===== config.mk =====
export PLATFORM = sky130hd
export DESIGN_NAME = cyc_sequencer
export DESIGN_NICKNAME = d
export VERILOG_FILES = /design/src/rtl/cyc_seq_pkg.sv /design/src/rtl/cyc_phase_ctr.sv /design/src/rtl/cyc_instr_decode.sv /design/src/rtl/cyc_next_state.sv /design/src/rtl/cyc_sequencer.sv
export SDC_FILE = /design/constraint.sdc
export NUM_CORES = 1
export LEC_CHECK = 0
export CORE_MARGIN = 1.5
export CORE_UTILIZATION = 25
export CTS_CLUSTER_SIZE = 24
export DETAILED_ROUTE_END_ITERATION = 8
export DONT_BUFFER_PORTS = 1
export PLACE_DENSITY = 0.43
export SYNTH_ARGS = -nofsm -noshare
export SYNTH_HDL_FRONTEND = slang
export SYNTH_SLANG_ARGS = --single-unit

===== constraint.sdc =====
create_clock -name clk -period 2.1 [get_ports clk]
set_clock_uncertainty 0.1 [all_clocks]
set_input_delay 0 -clock clk [delete_from_list [all_inputs] [get_ports clk]]
set_output_delay 0 -clock clk [all_outputs]
set_load 0.1 [all_outputs]

===== src/rtl/cyc_seq_pkg.sv =====
package cyc_seq_pkg;

    typedef enum logic [2:0] {
        SEQ_FETCH  = 3'd0,
        SEQ_DEFER  = 3'd1,
        SEQ_EXEC   = 3'd2,
        SEQ_ARITH  = 3'd3,
        SEQ_HALTED = 3'd4
    } seq_state_e;

    typedef struct packed {
        logic defer;     // indirect memory reference
        logic operand;   // needs an execute cycle
        logic jump;      // memory-reference jump
        logic loop_op;   // enters the arithmetic-loop state
    } seq_dec_t;

endpackage


===== src/rtl/cyc_phase_ctr.sv =====
module cyc_phase_ctr #(
    parameter int PHASES = 5,
    localparam int PH_W = (PHASES > 1) ? $clog2(PHASES) : 1
) (
    input  logic            clk,
    input  logic            rst_n,
    input  logic            run,
    output logic [PH_W-1:0] phase,
    output logic            last
);
    localparam logic [PH_W-1:0] LAST_PH = PH_W'(PHASES - 1);

    logic [PH_W-1:0] phase_q;

    always_ff @(posedge clk or negedge rst_n) begin
        if (!rst_n) begin
            phase_q <= '0;
        end else if (run && (phase_q != LAST_PH)) begin
            phase_q <= phase_q + PH_W'(1);
        end else begin
            phase_q <= '0;
        end
    end

    assign phase = phase_q;
    assign last  = run && (phase_q == LAST_PH);
endmodule


===== src/rtl/cyc_instr_decode.sv =====
module cyc_instr_decode
    import cyc_seq_pkg::*;
#(
    parameter int WORD_W = 12
) (
    input  logic [WORD_W-1:0] word,
    input  logic              arith_mode,
    output seq_dec_t          dec
);
    localparam int OPC_LSB = WORD_W - 3;
    localparam int IND_BIT = WORD_W - 4;
    localparam logic [2:0] OPC_JMP = 3'd5;
    localparam logic [2:0] OPC_OPR = 3'd7;

    logic [2:0] opc;
    logic       ind;
    logic [2:0] func;
    logic       mem_ref;
    logic       arith_word;

    always_comb begin
        opc        = word[OPC_LSB +: 3];
        ind        = word[IND_BIT];
        func       = word[3:1];
        mem_ref    = (opc <= OPC_JMP);
        arith_word = (opc == OPC_OPR) && ind && word[0];

        dec.defer   = mem_ref && ind;
        dec.operand = (opc < OPC_JMP);
        dec.jump    = (opc == OPC_JMP);
        dec.loop_op = arith_word && (func != 3'd0)
                      && !(arith_mode && (func == 3'd1));
    end
endmodule


===== src/rtl/cyc_next_state.sv =====
module cyc_next_state
    import cyc_seq_pkg::*;
(
    input  seq_state_e cur,
    input  seq_dec_t   fetch_dec,
    input  seq_dec_t   held_dec,
    input  logic       arith_loop,
    output seq_state_e succ
);
    always_comb begin
        unique case (cur)
            SEQ_FETCH: begin
                if (fetch_dec.defer)        succ = SEQ_DEFER;
                else if (fetch_dec.operand) succ = SEQ_EXEC;
                else if (fetch_dec.loop_op) succ = SEQ_ARITH;
                else                        succ = SEQ_FETCH;
            end
            SEQ_DEFER:  succ = held_dec.jump ? SEQ_FETCH : SEQ_EXEC;
            SEQ_EXEC:   succ = SEQ_FETCH;
            SEQ_ARITH:  succ = arith_loop ? SEQ_ARITH : SEQ_FETCH;
            SEQ_HALTED: succ = SEQ_FETCH;
            default:    succ = SEQ_FETCH;
        endcase
    end
endmodule


===== src/rtl/cyc_sequencer.sv =====
module cyc_sequencer
    import cyc_seq_pkg::*;
#(
    parameter int WORD_W = 12,
    parameter int PHASES = 5,
    localparam int PH_W = (PHASES > 1) ? $clog2(PHASES) : 1
) (
    input  logic              clk,
    input  logic              rst_n,
    input  logic [WORD_W-1:0] instr,
    input  logic              arith_mode,
    input  logic              arith_loop,
    input  logic              halt_req,
    input  logic              step_mode,
    input  logic              cont_pulse,
    input  logic              panel_trig,
    output logic [2:0]        major_state,
    output logic [PH_W-1:0]   phase
);
    seq_state_e        state_q;
    seq_state_e        resume_q;
    seq_state_e        succ;
    logic [WORD_W-1:0] ir_q;
    seq_dec_t          fetch_dec;
    seq_dec_t          held_dec;
    logic              run;
    logic              boundary;
    logic              stop_here;
    logic              go;

    assign run       = (state_q != SEQ_HALTED);
    assign stop_here = halt_req || step_mode;
    assign go        = cont_pulse || panel_trig;

    cyc_phase_ctr #(.PHASES(PHASES)) phase_i (
        .clk   (clk),
        .rst_n (rst_n),
        .run   (run),
        .phase (phase),
        .last  (boundary)
    );

    cyc_instr_decode #(.WORD_W(WORD_W)) fetch_dec_i (
        .word       (instr),
        .arith_mode (arith_mode),
        .dec        (fetch_dec)
    );

    cyc_instr_decode #(.WORD_W(WORD_W)) held_dec_i (
        .word       (ir_q),
        .arith_mode (arith_mode),
        .dec        (held_dec)
    );

    cyc_next_state next_i (
        .cur        (state_q),
        .fetch_dec  (fetch_dec),
        .held_dec   (held_dec),
        .arith_loop (arith_loop),
        .succ       (succ)
    );

    // state register, saved successor and captured instruction
    always_ff @(posedge clk or negedge rst_n) begin
        if (!rst_n) begin
            state_q  <= SEQ_FETCH;
            resume_q <= SEQ_FETCH;
            ir_q     <= '0;
        end else begin
            unique case (state_q)
                SEQ_HALTED: begin
                    if (go) state_q <= resume_q;
                end
                SEQ_FETCH, SEQ_DEFER, SEQ_EXEC, SEQ_ARITH: begin
                    if (boundary) begin
                        if (stop_here) begin
                            state_q  <= SEQ_HALTED;
                            resume_q <= succ;
                        end else begin
                            state_q <= succ;
                        end
                        if (state_q == SEQ_FETCH) ir_q <= instr;
                    end
                end
                default: state_q <= SEQ_FETCH;
            endcase
        end
    end

    // outputs
    always_comb begin
        major_state = state_q;
    end
endmodule


== Word level (Yosys, flattened, before mapping) ==
Index checks and enable logic that the tools add are counted.

* Register bits: 21
* Bits of input ports: 20
* Logic and storage cells: 47

* $add $sub $neg: 1
* $lt $le $gt $ge: 2
* Equality and inequality tests: 12
* Mux-type cells: 11
* Reduce and logical (&&, ||, !) cells: 17

{| class="wikitable"
|+ Operators with widths
! kind !! number
|-
| two-way mux 3 bit || 6
|-
| == test 3 bit, second input constant || 4
|-
| one-hot mux 3 bit (3 select lines) || 1
|-
| logical AND 1 bit || 8
|-
| == test 3 x 1 -> 1 bit, second input constant || 2
|-
| == test 3 x 2 -> 1 bit, second input constant || 2
|-
| two-way mux 2 bit || 3
|-
| inequality test 3 bit, second input constant || 2
|-
| one-hot mux 3 bit (2 select lines) || 1
|-
| AND reduction 3 bit || 2
|-
| inequality test 2 bit, second input constant || 2
|-
| OR reduction 4 bit || 1
|-
| adder 3 x 1 -> 3 bit, second input constant || 1
|-
| <= comparator 3 bit, second input constant || 1
|-
| zero test 3 bit || 1
|-
| less-than comparator 3 bit, second input constant || 1
|-
| nonzero test 3 bit || 1
|-
| logical OR 1 bit || 2
|-
| AND reduction 2 bit || 1
|-
| zero test 1 bit || 1
|}

== Depth between registers and ports, before layout ==
Gate-level depths: netlist of the first run.

* Depth after elaboration: 12
* Mapped depth: 7
* Depth with buffers taken out: 7

== Modules after synthesis ==
A second synthesis of the first run with hierarchy kept.

* Cells, all modules: 94
* Area, all modules: 1096.1 um2

{| class="wikitable"
|+ By module, submodules not included
! module !! instances !! cells each !! area an instance (um2)
|-
| cyc_sequencer || 1 || 51 || 759.5
|-
| cyc_phase_ctr || 1 || 15 || 151.4
|-
| cyc_instr_decode || 2 || 8 || 55.1
|-
| cyc_next_state || 1 || 12 || 75.1
|}

== Worst setup path after synthesis of the first run ==
Ideal clock, no wire load.

* Path type: flip-flop to flip-flop
* Start: register phase_i.phase_q[0] (netlist: phase_i.phase[0])
* End: register state_q[1] (netlist: major_state[1])
* Arrival time: 1993 ps
* Data required time: 1880 ps
* Setup slack: -113 ps
* Cell stages (with the launch flop): 8
* Path through: dfrtp_1 inv_1 ha_1 nand2_1 inv_1 a2bb2oi_2 a31o_1 a31o_1

* Longest elaborated chain between the ends: 4

{| class="wikitable"
|+ RTL lines
! item !! RTL line !! RTL
|-
| start: declaration || cyc_phase_ctr.sv:13 || <nowiki>logic [PH_W-1:0] phase_q;</nowiki>
|-
| start signal: assignment || cyc_phase_ctr.sv:19 || <nowiki>phase_q <= phase_q + PH_W'(1);</nowiki>
|-
| == test 3 bit || cyc_phase_ctr.sv:26 || <nowiki>assign last = run && (phase_q == LAST_PH);</nowiki>
|-
| logical AND 1 bit || cyc_phase_ctr.sv:26 ||
|-
| inequality test 2 bit (no line) || n/a ||
|-
| AND reduction 2 bit (no line) || n/a ||
|-
| end signal: assignment || cyc_sequencer.sv:72 || <nowiki>if (go) state_q <= resume_q;</nowiki>
|-
| end signal: assignment || cyc_sequencer.sv:80 || <nowiki>state_q <= succ;</nowiki>
|-
| end: declaration || cyc_sequencer.sv:20 || <nowiki>seq_state_e state_q;</nowiki>
|}

No other way between the ends.
A chain may end at the register's enable or synchronous reset.

== Final worst setup path of the first run ==
* Start: register phase_i.phase_q[0] (netlist: phase_i.phase[0])
* End: register state_q[2] (netlist: major_state[2])

Same word-level chain as after synthesis.

==> results.py, run 1 <==
metrics = {
    "synth": {
        "syn_nets": 82,
        "ys_seq_area_frac": 0.454,
        "ys_ff_latch": 11,
        "synth.avg_cell_area_um2": 10.1,
        "syn-cell-area_um2": 607,
        "synth.distinct_cells": 23,
        "synthCells": 60,
        "yosys_warnings": 0,
    },
    "pwr": {
        "power_density_nw_per_um2": 1600,
        "ir_drop_uv": 733,
        "leakagePower_nw": 0.366,
    },
    "sta": {
        "layout_min_cycle_time_ps": 1900,
        "setup_tns_ps": 0,
        "relSlewSlack": 0.656,
        "rsz0062_at_grt": "no",
        "finalSetupViolations": 0,
        "fin_crit_sh": 0.903,
        "worstMarginPinSlew_ps": 515,
        "fmax_ghz": 0.527,
        "slew_viol_final": 0,
        "hold_viol_final": 0,
    },
    "clock_tree": {
        "htree_levels": 1,
        "cts_resized": 0,
        "clkTransAtPathRegs_ps": 70,
        "clk_latency_ps": 270,
        "cts_buffer_depth": 2,
        "cts_buffers": 3,
        "clock-sinks": 11,
        "cts_tree": "done",
        "clockRootBuffer": "clkbuf_4",
    },
    "layout": {
        "nets": 102,
        "fillCellCount": 240,
        "layoutNonFillerInstCount": 107,
        "final_cell_area_um2": 807,
        "drive_above_1_share": 0.241,
        "antennaDiodeCount": 0,
        "postLayoutCoreUtil": 0.358,
        "area_growth_pct": 33.0,
    },
    "die": {
        "die_w_um": 52.3,
        "rows": 17,
        "die-height_um": 52.3,
        "coreArea_um2": 2250,
        "dieArea_um2": 2730,
        "initial_core_util": 0.269,
        "ios": 26,
    },
    "outcome": {
        "status": "complete, no violations",
    },
    "drt": {
        "vias_per_cell": 4.79,
        "wl_per_cell_um": 12.1,
        "drc": 0,
        "ant_nets": 0,
        "initialDrtViolationCount": 1,
        "dr.pass1.iters": 2,
        "routed_wl_mm": 1.29,
        "vias": 513,
    },
    "critical_path": {
        "r2r_start": "phase_i.phase[0]",
        "reg2reg_setup_slack_ps": 200,
        "crit_path_end_kind": "flip-flop",
        "cp-startpoint": "phase_i.phase[0]",
        "start_kind": "flip-flop",
        "cp.required_ps": 2210,
        "worstPathArrival_ps": 2000,
        "critPathKind": "reg -> reg",
        "path_max_fanout": 3,
    },
    "worst_hold_path": {
        "hp-class": "in -> reg",
        "hold_start": "panel_trig",
    },
    "placed_design": {
        "place_congestion": 0.755,
        "placedInstanceArea_um2": 691,
        "dp_cells": 94,
        "port_buffers": 0,
        "dp_hpwl_um": 997,
    },
    "grt": {
        "gr-usage-all-layers": 0.110,
        "antenna_found_initial": 0,
        "grt_max_degree": 12,
        "grt_first_pass_wirelength_mm": 2.10,
        "grt.overflow.total": 0,
        "grt_pass1_vias": 484,
    },
    "run": {
        "cap_viol_max_count": 0,
    },
}
critical path: stages, from the launching register on:
cell           delay [ps]
dfrtp_2               400
inv_1                  60
ha_1                  160
nand2_1               110
nor3_1                350
a21o_1                130
dlygate4sd3_1         530
cell usage in the layout (no fill, tap or decap), types with 2 or more instances in the layout:
master,n
inv_1,5
nand2b_1,2
nor3b_1,2
ha_1,2
nor3_1,5
o21ai_0,3
nand2_1,3
buf_4,6
nor2_1,5
dfrtp_2,3
dfrtp_1,8
a21oi_1,4
dlygate4sd3_1,9
clkbuf_4,3
a31o_1,3
mux2_2,4
sequential cells by signal (all words and copies together) (netlist names):
name	flops
phase_i.phase	3
resume_q	2
major_state	3
ir_q	3
layer usage:
| metal | share of wire | GRT usage |
|---|---|---|
| met2 | 0.49 | 0.175 |
| met5 | 0 | 0 |
| met1 | 0.44 | 0.127 |
| met4 | 0.013 | 0.0769 |
| met3 | 0.051 | 0.0286 |
cell families after synthesis:
| group | Yosys count | synth area share |
|---|---|---|
| AO/OA/AOI/OAI | 17 | 0.200 |
| adder cells (fa/ha/maj) | 2 | 0.0412 |
| buffers and inverters | 5 | 0.0309 |
| flip-flops | 11 | 0.454 |
| multiplexers | 4 | 0.0742 |
| AND/OR/NAND/NOR | 21 | 0.200 |
cells in the mapped netlist:
cell type / number / area share
a2bb2oi_2: 1 / 0.025
nand2b_1: 2 / 0.021
and2b_1: 1 / 0.012
a31o_1: 3 / 0.043
mux2_2: 4 / 0.074
nand2_1: 3 / 0.019
a21bo_2: 1 / 0.016
a21o_1: 1 / 0.012
o22ai_1: 1 / 0.010
a31oi_1: 1 / 0.010
dfrtp_1: 11 / 0.45
nor3b_4: 1 / 0.031
nor2_1: 5 / 0.031
nand4_1: 1 / 0.010
o211ai_1: 1 / 0.012
nor3b_1: 2 / 0.025
a22oi_1: 1 / 0.012
ha_1: 2 / 0.041
nor3_1: 5 / 0.041
a21oi_1: 4 / 0.033
or3_1: 1 / 0.010
o21ai_0: 3 / 0.025
inv_1: 5 / 0.031
through the flow:
stage	setup WS, ps	hold WS, ps	power, mW
floorplan	94.7	-396	0.988
global placement	420	-395	1.13
detailed placement	419	-395	1.13
CTS	194	2.72	1.31
global route	55.1	22.4	1.38
finish	204	9.43	1.29
path summary, 6_finish.rpt:
path | endpoint | cells after the start
setup / recovery | major_state[2] | 6
hold / removal | major_state[0] | 3
setup reg to reg | major_state[2] | 6
hold reg to reg | ir_q[9] | 1
max in group asynchronous | major_state[2] | 1
min in group asynchronous | major_state[1] | 1
final cells by class:
| type | instances | area, um2 | share of cell area |
|---|---|---|---|
| flip-flops and latches | 11 | 279 | 0.346 |
| inverters | 5 | 18.8 | 0.0233 |
| clock buffers | 4 | 26.3 | 0.0326 |
| well taps | 28 | 35.0 | 0.0434 |
| repair buffers | 15 | 135 | 0.167 |
| multi-input cells | 44 | 313 | 0.388 |
power by group:
part / internal, mW / switching, mW / total [mW]
logic: 0.234 / 0.525 / 0.758
registers: 0.313 / 0.0715 / 0.384
clock network: 0.0736 / 0.0750 / 0.149
repair_timing:
action	4_1_cts	5_1_grt
endpoints found under the hold margin	18	0
hold buffers	9	0
buffers inserted	0	0
No activity file was read; power rests on OpenSTA's default activity.
==> run 2: changes to the inputs <==
PLACE_DENSITY = 0.45   (was 0.43)
clock period = 1.67 ns   (was 2.1 ns; I/O delays follow)
==> results.py, run 2 (synthesis results as in run 1) <==
metrics = {
    "outcome": {
        "status": "complete, no violations",
    },
    "placed_design": {
        "placedInstanceArea_um2": 764,
        "port_buffers": 0,
        "dp_hpwl_mm": 1.04,
        "post-place-ws_ps": 143,
        "dp_cells": 97,
        "place_congestion": 0.744,
    },
    "clock_tree": {
        "cts_buffers": 3,
        "clk_latency_ps": 270,
        "clock-sinks": 11,
        "htree_levels": 1,
        "cts_buffer_depth": 2,
        "cts_tree": "done",
        "clockRootBuffer": "clkbuf_4",
        "cts_resized": 0,
        "clkTransAtPathRegs_ps": 70,
    },
    "layout": {
        "antennaDiodeCount": 0,
        "fillCellCount": 245,
        "postLayoutCoreUtil": 0.386,
        "nets": 104,
        "drive_above_1_share": 0.395,
        "layoutNonFillerInstCount": 109,
        "final_cell_mix": "buf_4, dlygate4sd3_1, nor2_1, dfrtp_1",
        "final_common_cell": "buf_4",
        "area_growth_pct": 43.5,
        "final_cell_area_um2": 871,
    },
    "critical_path": {
        "critical-path-max-stage-delay_ps": 590,
        "path_max_fanout": 4,
        "cp.required_ps": 1730,
        "crit_slowest_cell": "dlygate4sd3_1",
        "start_kind": "primary input",
        "cp-startpoint": "cont_pulse",
        "critPathKind": "in -> reg",
        "worstPathArrival_ps": 1660,
        "crit_path_end_kind": "flip-flop",
        "cp_cell_sequence": "dlygate4sd3_1 > nor2_1 > dlygate4sd3_1 > a2bb2oi_2 > a31o_1 > a31o_1",
        "r2r_start": "major_state[2]",
    },
    "sta": {
        "layout_min_cycle_time_ps": 1600,
        "layout_setup_ws_ps": 66.9,
        "setup_tns_ps": 0,
        "hold_viol_final": 0,
        "relSlewSlack": 0.631,
        "fin_crit_sh": 0.960,
        "worstMarginPinSlew_ps": 552,
        "slew_viol_final": 0,
        "finalSetupViolations": 0,
        "rsz0062_at_grt": "no",
        "fmax_ghz": 0.624,
    },
    "grt": {
        "met1_usage": 0.132,
        "use_met2": 0.209,
        "grt_first_pass_wirelength_mm": 2.41,
        "grt_max_degree": 12,
        "met3_usage": 0.0657,
        "antenna_found_initial": 0,
        "grt_pass1_vias": 569,
        "grt.overflow.total": 0,
        "gr-usage-all-layers": 0.122,
        "busiest_layer": "met2",
    },
    "drt": {
        "drc": 0,
        "ant_nets": 0,
        "dr.pass1.iters": 2,
        "wl_per_cell_um": 12.5,
        "initialDrtViolationCount": 4,
        "routed_wl_mm": 1.36,
        "vias": 526,
        "vias_per_cell": 4.83,
    },
    "die": {
        "ios": 26,
        "rows": 17,
        "die-height_um": 52.3,
        "die_w_um": 52.3,
        "coreArea_um2": 2250,
        "initial_core_util": 0.269,
        "dieArea_um2": 2730,
    },
    "worst_hold_path": {
        "hold_start": "halt_req",
        "hp-class": "in -> reg",
    },
    "pwr": {
        "power_density_nw_per_um2": 2010,
        "leakagePower_nw": 0.381,
        "ir_drop_uv": 748,
    },
    "run": {
        "cap_viol_max_count": 0,
    },
}
## run 2: changes by cell type in the layout (fill, tap and decap cells not counted), sizes merged
cell,change
buf,+3
dlygate4sd3,-1
## run 2: final timing paths
| path | endpoint | slack [ps] | cells after the start |
|---|---|---|---|
| worst max-delay path | major_state[1] | 70 | 6 |
| worst min-delay path | major_state[2] | 8 | 3 |
| worst max register to register | major_state[0] | 140 | 5 |
| worst min register to register | resume_q[0] | 410 | 1 |
| max in group asynchronous | phase_i.phase[1] | 1000 | 1 |
| min in group asynchronous | ir_q[9] | 50 | 1 |
## run 2: worst max-delay path, delay by kind of cell
family | cells | cell delay [ps]
simple gates | 1 | 90
compound gates | 3 | 460
buf+inv | 2 | 1130
## run 2: repair_timing
action                                  CTS  global route
endpoints found under the hold margin    18             0
hold buffers                              8             0
buffers inserted                          0             0
endpoints found under the setup margin    0             0
## run 2: layer usage
| layer | wire [um] | part of all wire |
|---|---|---|
| met1 | 618 | 0.45 |
| met2 | 642 | 0.47 |
| met3 | 100 | 0.073 |
| met4 | 0 | 0 |
| met5 | 0 | 0 |
## run 2: area by class of cell
cell class	count	area, um2	share of cell area
multi-input combinational	44	353	0.405
clock buffer	4	26.3	0.0302
inverter	5	18.8	0.0216
sequential	11	290	0.333
tap	28	35.0	0.0402
timing repair buffer	17	148	0.170
## run 2: power breakdown
part / total, mW / internal (mW) / switching, mW
Combinational: 1.06 / 0.357 / 0.699
Clock: 0.186 / 0.0925 / 0.0932
Sequential: 0.511 / 0.414 / 0.0970
Total: 1.75 / 0.864 / 0.890
## run 2: metrics by stage
step           hold slack (ps)  total power [mW]
2_1_floorplan             -396              1.34
3_3_place_gp              -395              1.56
3_5_place_dp              -395              1.57
4_1_cts                   5.20              1.78
5_1_grt                   19.1              1.89
6_report                  7.69              1.75
==> run 3: changes to the inputs <==
ABC_AREA = 0   (was default)
BUFFER_PORTS_ARGS = -buffer_cell sky130_fd_sc_hd__buf_2   (was default)
DONT_BUFFER_PORTS = default   (was 1)
PLACE_DENSITY = 0.54   (was 0.45)
==> results.py, run 3 (synthesis results as in run 1) <==
metrics = {
    "outcome": {
        "status": "complete, no violations",
    },
    "clock_tree": {
        "cts_buffers": 3,
        "cts_buffer_depth": 2,
        "clock-sinks": 11,
        "htree_levels": 1,
        "clockRootBuffer": "clkbuf_4",
        "clk_latency_ps": 270,
        "clkTransAtPathRegs_ps": 70,
        "cts_tree": "done",
    },
    "die": {
        "initial_core_util": 0.269,
        "ios": 26,
        "coreArea_um2": 2250,
        "die_w_um": 52.3,
        "rows": 17,
        "dieArea_um2": 2730,
        "die-height_um": 52.3,
    },
    "grt": {
        "grt_first_pass_wirelength_mm": 2.42,
        "grt.overflow.total": 0,
        "grt_max_degree": 12,
        "antenna_found_initial": 0,
        "gr-usage-all-layers": 0.125,
        "grt_pass1_vias": 567,
    },
    "pwr": {
        "power_density_nw_per_um2": 1880,
        "leakagePower_nw": 0.437,
        "ir_drop_uv": 1120,
        "p_total_mw": 1.75,
    },
    "drt": {
        "routed_wl_mm": 1.44,
        "drc": 0,
        "ant_nets": 0,
        "dr.pass1.iters": 4,
        "vias_per_cell": 4.56,
        "wl_per_cell_um": 11.6,
        "vias": 566,
        "initialDrtViolationCount": 1,
    },
    "layout": {
        "postLayoutCoreUtil": 0.413,
        "antennaDiodeCount": 0,
        "final_cell_mix": "buf_2, dlygate4sd3_1, nor2_1, dfrtp_1",
        "fillCellCount": 234,
        "drive_above_1_share": 0.490,
        "seq_area_um2": 290,
        "multi_input_area_um2": 353,
        "final_common_cell": "buf_2",
        "final_cell_area_um2": 931,
        "nets": 119,
        "area_growth_pct": 53.4,
    },
    "placed_design": {
        "port_buffers": 21,
        "placedInstanceArea_um2": 825,
        "place_congestion": 0.696,
        "dp_hpwl_mm": 1.10,
    },
    "worst_hold_path": {
        "hp-class": "in -> async",
    },
    "sta": {
        "finalSetupViolations": 0,
        "fmax_ghz": 0.644,
        "hold_viol_final": 0,
        "setup_tns_ps": 0,
        "layout_min_cycle_time_ps": 1550,
        "relSlewSlack": 0.675,
        "rsz0062_at_grt": "no",
        "worstMarginPinSlew_ps": 491,
        "slew_viol_final": 0,
        "fin_crit_sh": 0.929,
    },
    "critical_path": {
        "cp.required_ps": 1730,
        "path_max_fanout": 4,
        "worstPathArrival_ps": 1610,
        "critPathKind": "reg -> reg",
        "start_kind": "flip-flop",
        "crit_path_end_kind": "flip-flop",
    },
    "run": {
        "cap_viol_max_count": 0,
    },
}
-- run 3: through the flow --
stage	std cells	setup WS (ps)	hold WS, ps
2_1_floorplan	60	-48.3	-396
3_3_place_gp	112	142	-209
3_5_place_dp	112	116	-204
4_1_cts	124	107	28.1
5_1_grt	124	46.9	50.8
6_report	124	118	38.2
-- run 3: path summary, 6_finish.rpt --
| path | startpoint | endpoint | slack, ps | cells after the start |
|---|---|---|---|---|
| setup reg to reg | phase_i.phase[1] | ir_q[9] | 120 | 5 |
| setup / recovery | phase_i.phase[1] | ir_q[9] | 120 | 5 |
| hold / removal | rst_n | phase_i.phase[0] | 40 | 2 |
| max in group asynchronous | rst_n | major_state[2] | 1200 | 2 |
| min in group clk | panel_trig | major_state[0] | 80 | 4 |
| hold reg to reg | phase_i.phase[0] | phase_i.phase[0] | 410 | 1 |
-- run 3: area by class of cell --
cell class / count / share of cell area
Clock buffer: 4 / 0.0282
Inverter: 5 / 0.0202
Multi-Input combinational cell: 44 / 0.379
Sequential cell: 11 / 0.312
Tap cell: 28 / 0.0376
Timing Repair Buffer: 32 / 0.223
-- run 3: metal layers --
metal	GRT usage	up-vias	wire length, um
met2	0.226	9	737
met3	0.0600	4	68
li1	-	289	-
met5	0	-	0
met4	0.0598	0	27
met1	0.118	264	603
-- run 3: power by group --
group / switching, mW / internal (mW)
clock network: 0.0901 / 0.0927
registers: 0.110 / 0.415
logic: 0.698 / 0.342
total: 0.899 / 0.850
-- run 3: worst max-delay path: stages, from the launching register on --
cell and delay, ps:
dfrtp_4 490, inv_2 80, ha_4 150, nand2_4 60, and2b_2 260, mux2_4 300
-- run 3: repair_timing --
action,in CTS,in global routing
resized for setup,0,0
endpoints found under the setup margin,0,0
hold buffers,8,0
hold endpoints to repair,16,0
buffers inserted,0,0
